### config.mk
export PLATFORM = sky130hd
export DESIGN_NAME = int_exec_stage
export DESIGN_NICKNAME = d
export VERILOG_FILES = /design/src/rtl/int_exec_pkg.sv /design/src/rtl/iex_wide_ops.sv /design/src/rtl/iex_narrow_ops.sv /design/src/rtl/int_exec_stage.sv
export SDC_FILE = /design/constraint.sdc
export NUM_CORES = 1
export LEC_CHECK = 0
export CAP_MARGIN = 20
export CELL_PAD_IN_SITES_DETAIL_PLACEMENT = 2
export CELL_PAD_IN_SITES_GLOBAL_PLACEMENT = 2
export CORE_MARGIN = 2
export CORE_UTILIZATION = 38
export CTS_CLUSTER_DIAMETER = 120
export DETAILED_ROUTE_END_ITERATION = 16
export PLACE_DENSITY = 0.92
export SLEW_MARGIN = 10
export SYNTH_ARGS = -nofsm -noshare
export SYNTH_HDL_FRONTEND = slang
export SYNTH_SLANG_ARGS = --single-unit
### constraint.sdc
create_clock -name clk_i -period 1.2 [get_ports clk_i]
set_input_delay 0.24 -clock clk_i [delete_from_list [all_inputs] [get_ports clk_i]]
set_output_delay 0.24 -clock clk_i [all_outputs]
set_load 0.01 [all_outputs]
### src/rtl/int_exec_pkg.sv
package int_exec_pkg;
  typedef logic [3:0] fld_t;

  localparam fld_t OP0_RRR  = 4'd0;
  localparam fld_t OP0_NADD = 4'd10;
  localparam fld_t OP0_NADI = 4'd11;
  localparam fld_t OP0_NMVI = 4'd12;
  localparam fld_t OP0_NMOV = 4'd13;

  localparam fld_t OP2_AND  = 4'd1;
  localparam fld_t OP2_OR   = 4'd2;
  localparam fld_t OP2_XOR  = 4'd3;
  localparam fld_t OP2_NEGA = 4'd6;

  localparam int   NSCALE   = 4;
endpackage

### src/rtl/iex_wide_ops.sv
module iex_wide_ops
  import int_exec_pkg::*;
#(
  parameter int XLEN = 32
) (
  input  fld_t            op2_i,
  input  fld_t            s_fld_i,
  input  logic [XLEN-1:0] opa_i,
  input  logic [XLEN-1:0] opb_i,
  output logic [XLEN-1:0] res_o,
  output logic            ok_o
);
  logic [XLEN-1:0] add_v [NSCALE];
  logic [XLEN-1:0] sub_v [NSCALE];
  logic [XLEN-1:0] neg_b;

  for (genvar k = 0; k < NSCALE; k++) begin : g_scale
    assign add_v[k] = (opa_i << k) + opb_i;
    assign sub_v[k] = (opa_i << k) - opb_i;
  end

  assign neg_b = '0 - opb_i;

  always_comb begin
    res_o = '0;
    ok_o  = 1'b1;
    case (op2_i)
      OP2_AND:  res_o = opa_i & opb_i;
      OP2_OR:   res_o = opa_i | opb_i;
      OP2_XOR:  res_o = opa_i ^ opb_i;
      OP2_NEGA: begin
        if (s_fld_i == 4'd0)      res_o = neg_b;
        else if (s_fld_i == 4'd1) res_o = opb_i[XLEN-1] ? neg_b : opb_i;
        else                      ok_o  = 1'b0;
      end
      4'd8, 4'd9, 4'd10, 4'd11:   res_o = add_v[op2_i[1:0]];
      4'd12, 4'd13, 4'd14, 4'd15: res_o = sub_v[op2_i[1:0]];
      default:  ok_o = 1'b0;
    endcase
  end
endmodule

### src/rtl/iex_narrow_ops.sv
module iex_narrow_ops
  import int_exec_pkg::*;
#(
  parameter int XLEN = 32
) (
  input  fld_t            op0_i,
  input  fld_t            r_i,
  input  fld_t            s_i,
  input  fld_t            t_i,
  input  logic [XLEN-1:0] opa_i,
  input  logic [XLEN-1:0] opb_i,
  output logic [XLEN-1:0] res_o,
  output fld_t            dest_o,
  output logic            ok_o
);
  localparam int MVI_W = 7;

  logic [XLEN-1:0] addi_imm;
  logic [XLEN-1:0] mvi_val;
  logic            mvi_neg;

  // t==0 encodes -1
  assign addi_imm = (t_i == 4'd0) ? '1 : XLEN'(t_i);
  assign mvi_neg  = (t_i[2:1] == 2'b11);
  assign mvi_val  = {{(XLEN-MVI_W){mvi_neg}}, t_i[2:0], r_i};

  always_comb begin
    res_o  = '0;
    dest_o = r_i;
    ok_o   = 1'b1;
    case (op0_i)
      OP0_NADD: res_o = opa_i + opb_i;
      OP0_NADI: res_o = opa_i + addi_imm;
      OP0_NMVI: begin
        dest_o = s_i;
        res_o  = mvi_val;
        ok_o   = !t_i[3];
      end
      OP0_NMOV: begin
        dest_o = t_i;
        res_o  = opa_i;
        ok_o   = (r_i == 4'd0);
      end
      default:  ok_o = 1'b0;
    endcase
  end
endmodule

### src/rtl/int_exec_stage.sv
module int_exec_stage
  import int_exec_pkg::*;
#(
  parameter int XLEN = 32
) (
  input  logic            clk_i,
  input  logic            rst_ni,
  input  logic            valid_i,
  input  logic            dense_en_i,
  input  logic [3:0]      op0_i,
  input  logic [3:0]      op1_i,
  input  logic [3:0]      op2_i,
  input  logic [3:0]      r_i,
  input  logic [3:0]      s_i,
  input  logic [3:0]      t_i,
  input  logic [XLEN-1:0] src_s_i,
  input  logic [XLEN-1:0] src_t_i,
  output logic            valid_o,
  output logic            wr_en_o,
  output logic            illegal_o,
  output logic [3:0]      dest_o,
  output logic [XLEN-1:0] result_o
);
  logic [XLEN-1:0] w_res, n_res, nxt_res;
  logic            w_ok, n_ok, nxt_ok;
  fld_t            n_dest, nxt_dest;
  logic            is_wide, is_narrow;

  iex_wide_ops #(.XLEN(XLEN)) u_wide (
    .op2_i   (op2_i),
    .s_fld_i (s_i),
    .opa_i   (src_s_i),
    .opb_i   (src_t_i),
    .res_o   (w_res),
    .ok_o    (w_ok)
  );

  iex_narrow_ops #(.XLEN(XLEN)) u_narrow (
    .op0_i  (op0_i),
    .r_i    (r_i),
    .s_i    (s_i),
    .t_i    (t_i),
    .opa_i  (src_s_i),
    .opb_i  (src_t_i),
    .res_o  (n_res),
    .dest_o (n_dest),
    .ok_o   (n_ok)
  );

  assign is_wide   = (op0_i == OP0_RRR) && (op1_i == 4'd0);
  assign is_narrow = op0_i[3];

  always_comb begin
    nxt_res  = '0;
    nxt_dest = r_i;
    nxt_ok   = 1'b0;
    if (is_wide) begin
      nxt_res = w_res;
      nxt_ok  = w_ok;
    end else if (is_narrow) begin
      nxt_res  = n_res;
      nxt_dest = n_dest;
      nxt_ok   = dense_en_i && n_ok;
    end
  end

  always_ff @(posedge clk_i or negedge rst_ni) begin
    if (!rst_ni) begin
      valid_o   <= 1'b0;
      wr_en_o   <= 1'b0;
      illegal_o <= 1'b0;
      dest_o    <= '0;
      result_o  <= '0;
    end else begin
      valid_o   <= valid_i;
      wr_en_o   <= valid_i && nxt_ok;
      illegal_o <= valid_i && !nxt_ok;
      dest_o    <= nxt_dest;
      result_o  <= nxt_res;
    end
  end

  assert_and_path_R1: assert property (@(posedge clk_i) disable iff (!rst_ni)
    valid_i && op0_i == 4'd0 && op1_i == 4'd0 && op2_i == 4'd1
    |=> wr_en_o && dest_o == $past(r_i) && result_o == ($past(src_s_i) & $past(src_t_i)));

  assert_mvi_dest_R7: assert property (@(posedge clk_i) disable iff (!rst_ni)
    valid_i && dense_en_i && op0_i == 4'd12 && !t_i[3]
    |=> wr_en_o && dest_o == $past(s_i));

  assert_mov_copy_R8: assert property (@(posedge clk_i) disable iff (!rst_ni)
    valid_i && dense_en_i && op0_i == 4'd13 && r_i == 4'd0
    |=> wr_en_o && dest_o == $past(t_i) && result_o == $past(src_s_i));

  assert_dense_gate_R9: assert property (@(posedge clk_i) disable iff (!rst_ni)
    valid_i && op0_i[3] && !dense_en_i |=> illegal_o && !wr_en_o);

  assert_reserved_op0_R10: assert property (@(posedge clk_i) disable iff (!rst_ni)
    valid_i && op0_i != 4'd0 && !op0_i[3] |=> illegal_o && !wr_en_o);

  assert_valid_follow_R11: assert property (@(posedge clk_i) disable iff (!rst_ni)
    valid_i |=> valid_o);

  assert_idle_quiet_R11: assert property (@(posedge clk_i) disable iff (!rst_ni)
    !valid_o |-> !wr_en_o && !illegal_o);
endmodule

==> metrics.cfg, run 1 <==
[outcome]
outcome = stopped before the end
stop_stage = 3_5_place_dp
error = [ERROR DPL-0033] detailed placement checks failed during check placement.

[synth]
syn_area_mm2 = 0.0200
syn_inst = 2944
synth_edf_count = 0
synth_nets = 3320
async_flop_share_pct = 100
ys_ff_latch = 39
synth_top_area_share_pct = 17.3
syn_avg_cell_area_um2 = 6.79
ys_seq_area_share_pct = 4.88
synthFlopType = dfrtp_1
synth_warnings = 0
synth_area_leaders = ha_1 17%, xnor2_1 8.8%, a21oi_1 7.6%
yosys.area.top_type = ha_1
ys_types = 104

[placement]
port_buffers = 130
dp_hpwl_um = 149000
place.gp.congestion = 1.13

[floorplan]
fp.dieW_um = 233
die_h_um = 233
rows = 84
io_pins = 131
start_util_pct = 38.2

-- cells in the mapped netlist, types with 14 or more instances --
| cell type | count |
|---|---|
| clkbuf_1 | 146 |
| a221oi_1 | 52 |
| inv_1 | 168 |
| a22oi_1 | 18 |
| a21oi_1 | 305 |
| nand2_1 | 204 |
| dfrtp_1 | 39 |
| or3_1 | 20 |
| o21ai_1 | 35 |
| o211ai_1 | 45 |
| o22ai_1 | 16 |
| nand2b_1 | 32 |
| a21o_1 | 38 |
| ha_1 | 277 |
| o21a_1 | 26 |
| nor2b_1 | 30 |
| mux2i_1 | 29 |
| a31oi_1 | 33 |
| a211oi_1 | 45 |
| a2111oi_0 | 16 |
| nor2_1 | 325 |
| nand4_1 | 27 |
| buf_2 | 26 |
| o31ai_1 | 35 |
| and3_1 | 19 |
| nor3_1 | 78 |
| or4_1 | 14 |
| o41ai_1 | 14 |
| o21bai_1 | 54 |
| nand3_1 | 73 |
| nor4_1 | 33 |
| o221ai_1 | 19 |
| o21ai_0 | 186 |
| xnor2_1 | 202 |
| xor2_1 | 31 |
| inv_2 | 14 |
-- cells by family after synthesis --
family / Yosys count / share of synthesized area [%]
and+or+nand+nor: 923 / 22.3
adders and majority gates: 284 / 18.0
AOI/OAI and AO/OA: 1051 / 34.4
xor gates and xnor gates: 233 / 10.2
buffers and inverters: 369 / 7.11
DFF: 39 / 4.88
muxes: 45 / 3.08
-- metrics by stage --
stage / hold WS [ns] / cells / setup WS [ns] / setup TNS, ns
after floorplan: -0.0556 / 2944 / -2.59 / -63.59
after global placement: 0.250 / 4728 / -3.30 / -91.04
==> run 2: changes to the inputs <==
--- a/config.mk
+++ b/config.mk
@@ -6,13 +6,10 @@
 export NUM_CORES = 1
 export LEC_CHECK = 0
 export CAP_MARGIN = 20
-export CELL_PAD_IN_SITES_DETAIL_PLACEMENT = 2
-export CELL_PAD_IN_SITES_GLOBAL_PLACEMENT = 2
 export CORE_MARGIN = 2
-export CORE_UTILIZATION = 38
-export CTS_CLUSTER_DIAMETER = 120
+export CORE_UTILIZATION = 28
 export DETAILED_ROUTE_END_ITERATION = 16
-export PLACE_DENSITY = 0.92
+export PLACE_DENSITY_LB_ADDON = 0.15
 export SLEW_MARGIN = 10
 export SYNTH_ARGS = -nofsm -noshare
 export SYNTH_HDL_FRONTEND = slang
==> metrics.cfg, run 2 <==
[synth]
synth_nets = 3320  ; unchanged
synth.most_common_cell = nor2_1  ; unchanged
synth_area_leaders = ha_1 17%, xnor2_1 8.8%, a21oi_1 7.6%  ; unchanged
ys_seq_area_share_pct = 4.88  ; unchanged
syn_avg_cell_area_um2 = 6.79  ; unchanged
async_flop_share_pct = 100  ; unchanged
yosys.area.top_type = ha_1  ; unchanged
syn_inst = 2944  ; unchanged
ys_types = 104  ; unchanged
ys_ff_latch = 39  ; unchanged
synth_warnings = 0  ; unchanged
synth_top_area_share_pct = 17.3  ; unchanged
synthFlopType = dfrtp_1  ; unchanged
synth_edf_count = 0  ; unchanged
syn_area_mm2 = 0.0200  ; unchanged
synth_commonest_cells = 325 x nor2_1, 305 x a21oi_1, 277 x ha_1, 204 x nand2_1, 202 x xnor2_1  ; unchanged

[cells_and_area]
syn_to_final_growth_pct = 89.7
largest_register_ff_count = 32
largest_registers = result_o x32, dest_o x4
nNetsFinal = 4719
post-route-util_pct = 53.9
drive_gt1_share_pct = 49.6
largest-register = result_o
fillers = 6729
mostFrequentLayoutCell = buf_4
final_cell_mix = 1292 x buf_4, 294 x nor2_1, 244 x a21oi_1, 204 x ha_1, 188 x nand2_1
n_antenna_cell = 0
fin_cells = 5284
multi_input_area_mm2 = 0.0219
seq_area_um2 = 980

[power_and_ir_drop]
ir_worst_vdd_uv = 608
total_power_w = 0.0238
p_per_area_mw_per_mm2 = 626
cellLeakagePower_nw = 16.9

[run]
max_cap_violations = 0

[placement]
dp_cells = 5123
place.gp.congestion = 1.06  ; was 1.13
dp_hpwl_um = 120000  ; was 149000 um
port_buffers = 130  ; unchanged

[global_routing]
track_usage_pct = 37.6
grt_pass1_wl_um = 205000
grt_max_degree = 40
overflow = 0
grt_pass1_vias = 29879
antenna_found_initial = 2

[floorplan]
rows = 97  ; was 84
die_h_um = 271  ; was 233 um
start_util_pct = 28.4  ; was 38.2%
core-area_mm2 = 0.0704
die_area_mm2 = 0.0736
fp.dieW_um = 271  ; was 233 um
io_pins = 131  ; unchanged

[critical_path]
worst_setup_path_start_kind = input port
cp_max_fo = 3
cp.required_ns = 1.40
path_class = in2reg
endpoint_kind = register
arrival_ns = 3.70

[sta]
max-slew-margin-rel_pct = 49.2
whs_ns = 0.276
finalSetupViolations = 35
timing.fmax_mhz = 285
min_period_over_period_pct = 292
rsz0062_at_grt = yes
slew_violations = 0
setup_ws_ns = -2.30
finalHoldViolations = 0
worstMarginPinSlew_ns = 0.759
fin_crit_ns = 3.50

[outcome]
outcome = finished, violations left  ; was stopped before the end
violations = setup timing

[detailed_routing]
vias = 30089
drt_wl_total_um = 145000
dr_wl_met3_um = 9400
wl_per_cell_um = 27.5
met1Wirelength_um = 59800
firstDrtPassIters = 6
drc = 0
met2_length_um = 66900
first_iter_violations = 2585
postRouteAntennaNets = 0
topRoutingLayerUsed = met5
vias_per_cell = 5.69

[cts]
cts_max_level = 2
cts_tree = built
cts_root_buffer = clkbuf_16
numCtsBuffers = 5
clock_sinks = 39
clockBufferDepth = 2
cts.clk_slew.worst_paths_ns = 0.09

[min_path]
hold_path.class = in2reg

==> run 2: cell counts after synthesis <==
Identical to the previous run, type by type.
==> run 2: what timing repair did <==
action / in CTS / in global routing
pin swaps: 290 / 205
gates resized for setup: 1000 / 268
hold endpoints to repair: 39 / 0
hold buffers: 1 / 0
buffers inserted: 137 / 50
endpoints found under the setup margin: 77 / 43
==> run 2: worst max-delay path, cell delays in order <==
cell and delay, ns:
buf_6 0.09, buf_6 0.12, buf_6 0.12, ha_4 0.26, nor3b_4 0.20, o211ai_1 0.20, nand2_2 0.16, a211oi_4 0.11
or4_4 0.52, a2111o_1 0.50, a211oi_2 0.28, buf_4 0.19, mux2_4 0.18, a31oi_4 0.08, nor4_2 0.29, o311ai_1 0.17
==> run 2: cell families after synthesis <==
| logic type | Yosys count | synth area share [%] |
|---|---|---|
| AOI/OAI and AO/OA | 1051 | 34.4 |
| xor gates and xnor gates | 233 | 10.2 |
| adders and majority gates | 284 | 18.0 |
| buffers and inverters | 369 | 7.11 |
| DFF | 39 | 4.88 |
| muxes | 45 | 3.08 |
| and+or+nand+nor | 923 | 22.3 |
==> run 2: per-layer routing <==
layer / vias to the layer above / GRT usage, %
met5: - / 0
met1: 14737 / 47.4
met3: 352 / 4.70
li1: 13631 / -
met4: 2 / 20.0
met2: 1367 / 62.6
==> run 2: power by group <==
group	internal [W]	switching (W)
Clock	0.000777	0.000866
Sequential	0.00140	0.0000523
Combinational	0.00964	0.0110
Total	0.0118	0.0119
==> run 2: path summary, 6_finish.rpt <==
check / startpoint / endpoint / depth (start not counted)
setup / recovery: src_s_i[0] / result_o[31] / 16
hold / removal: s_i[1] / dest_o[1] / 3
max in group asynchronous: rst_ni / result_o[14] / 3
min in group asynchronous: rst_ni / valid_o / 3
==> run 2: layout make-up <==
type,count,area share (%)
Tap cell,940,3.10
Clock inverter,3,0.0528
Multi-Input combinational cell,2536,57.8
Timing Repair Buffer,1575,34.2
Sequential cell,39,2.58
Inverter,186,2.00
Clock buffer,5,0.330
==> run 2: per-stage QoR <==
step | setup slack [ns] | cell area, um2 | TNS (ns)
floorplan | -2.59 | 20200 | -63.59
detailed placement | -3.50 | 31900 | -96.04
finish | -2.30 | 37900 | -57.65
global placement | -3.42 | 31900 | -94.54
CTS | -2.36 | 36500 | -56.51
global route | -2.39 | 37900 | -60.10
Power figures use the tool's default switching activity.
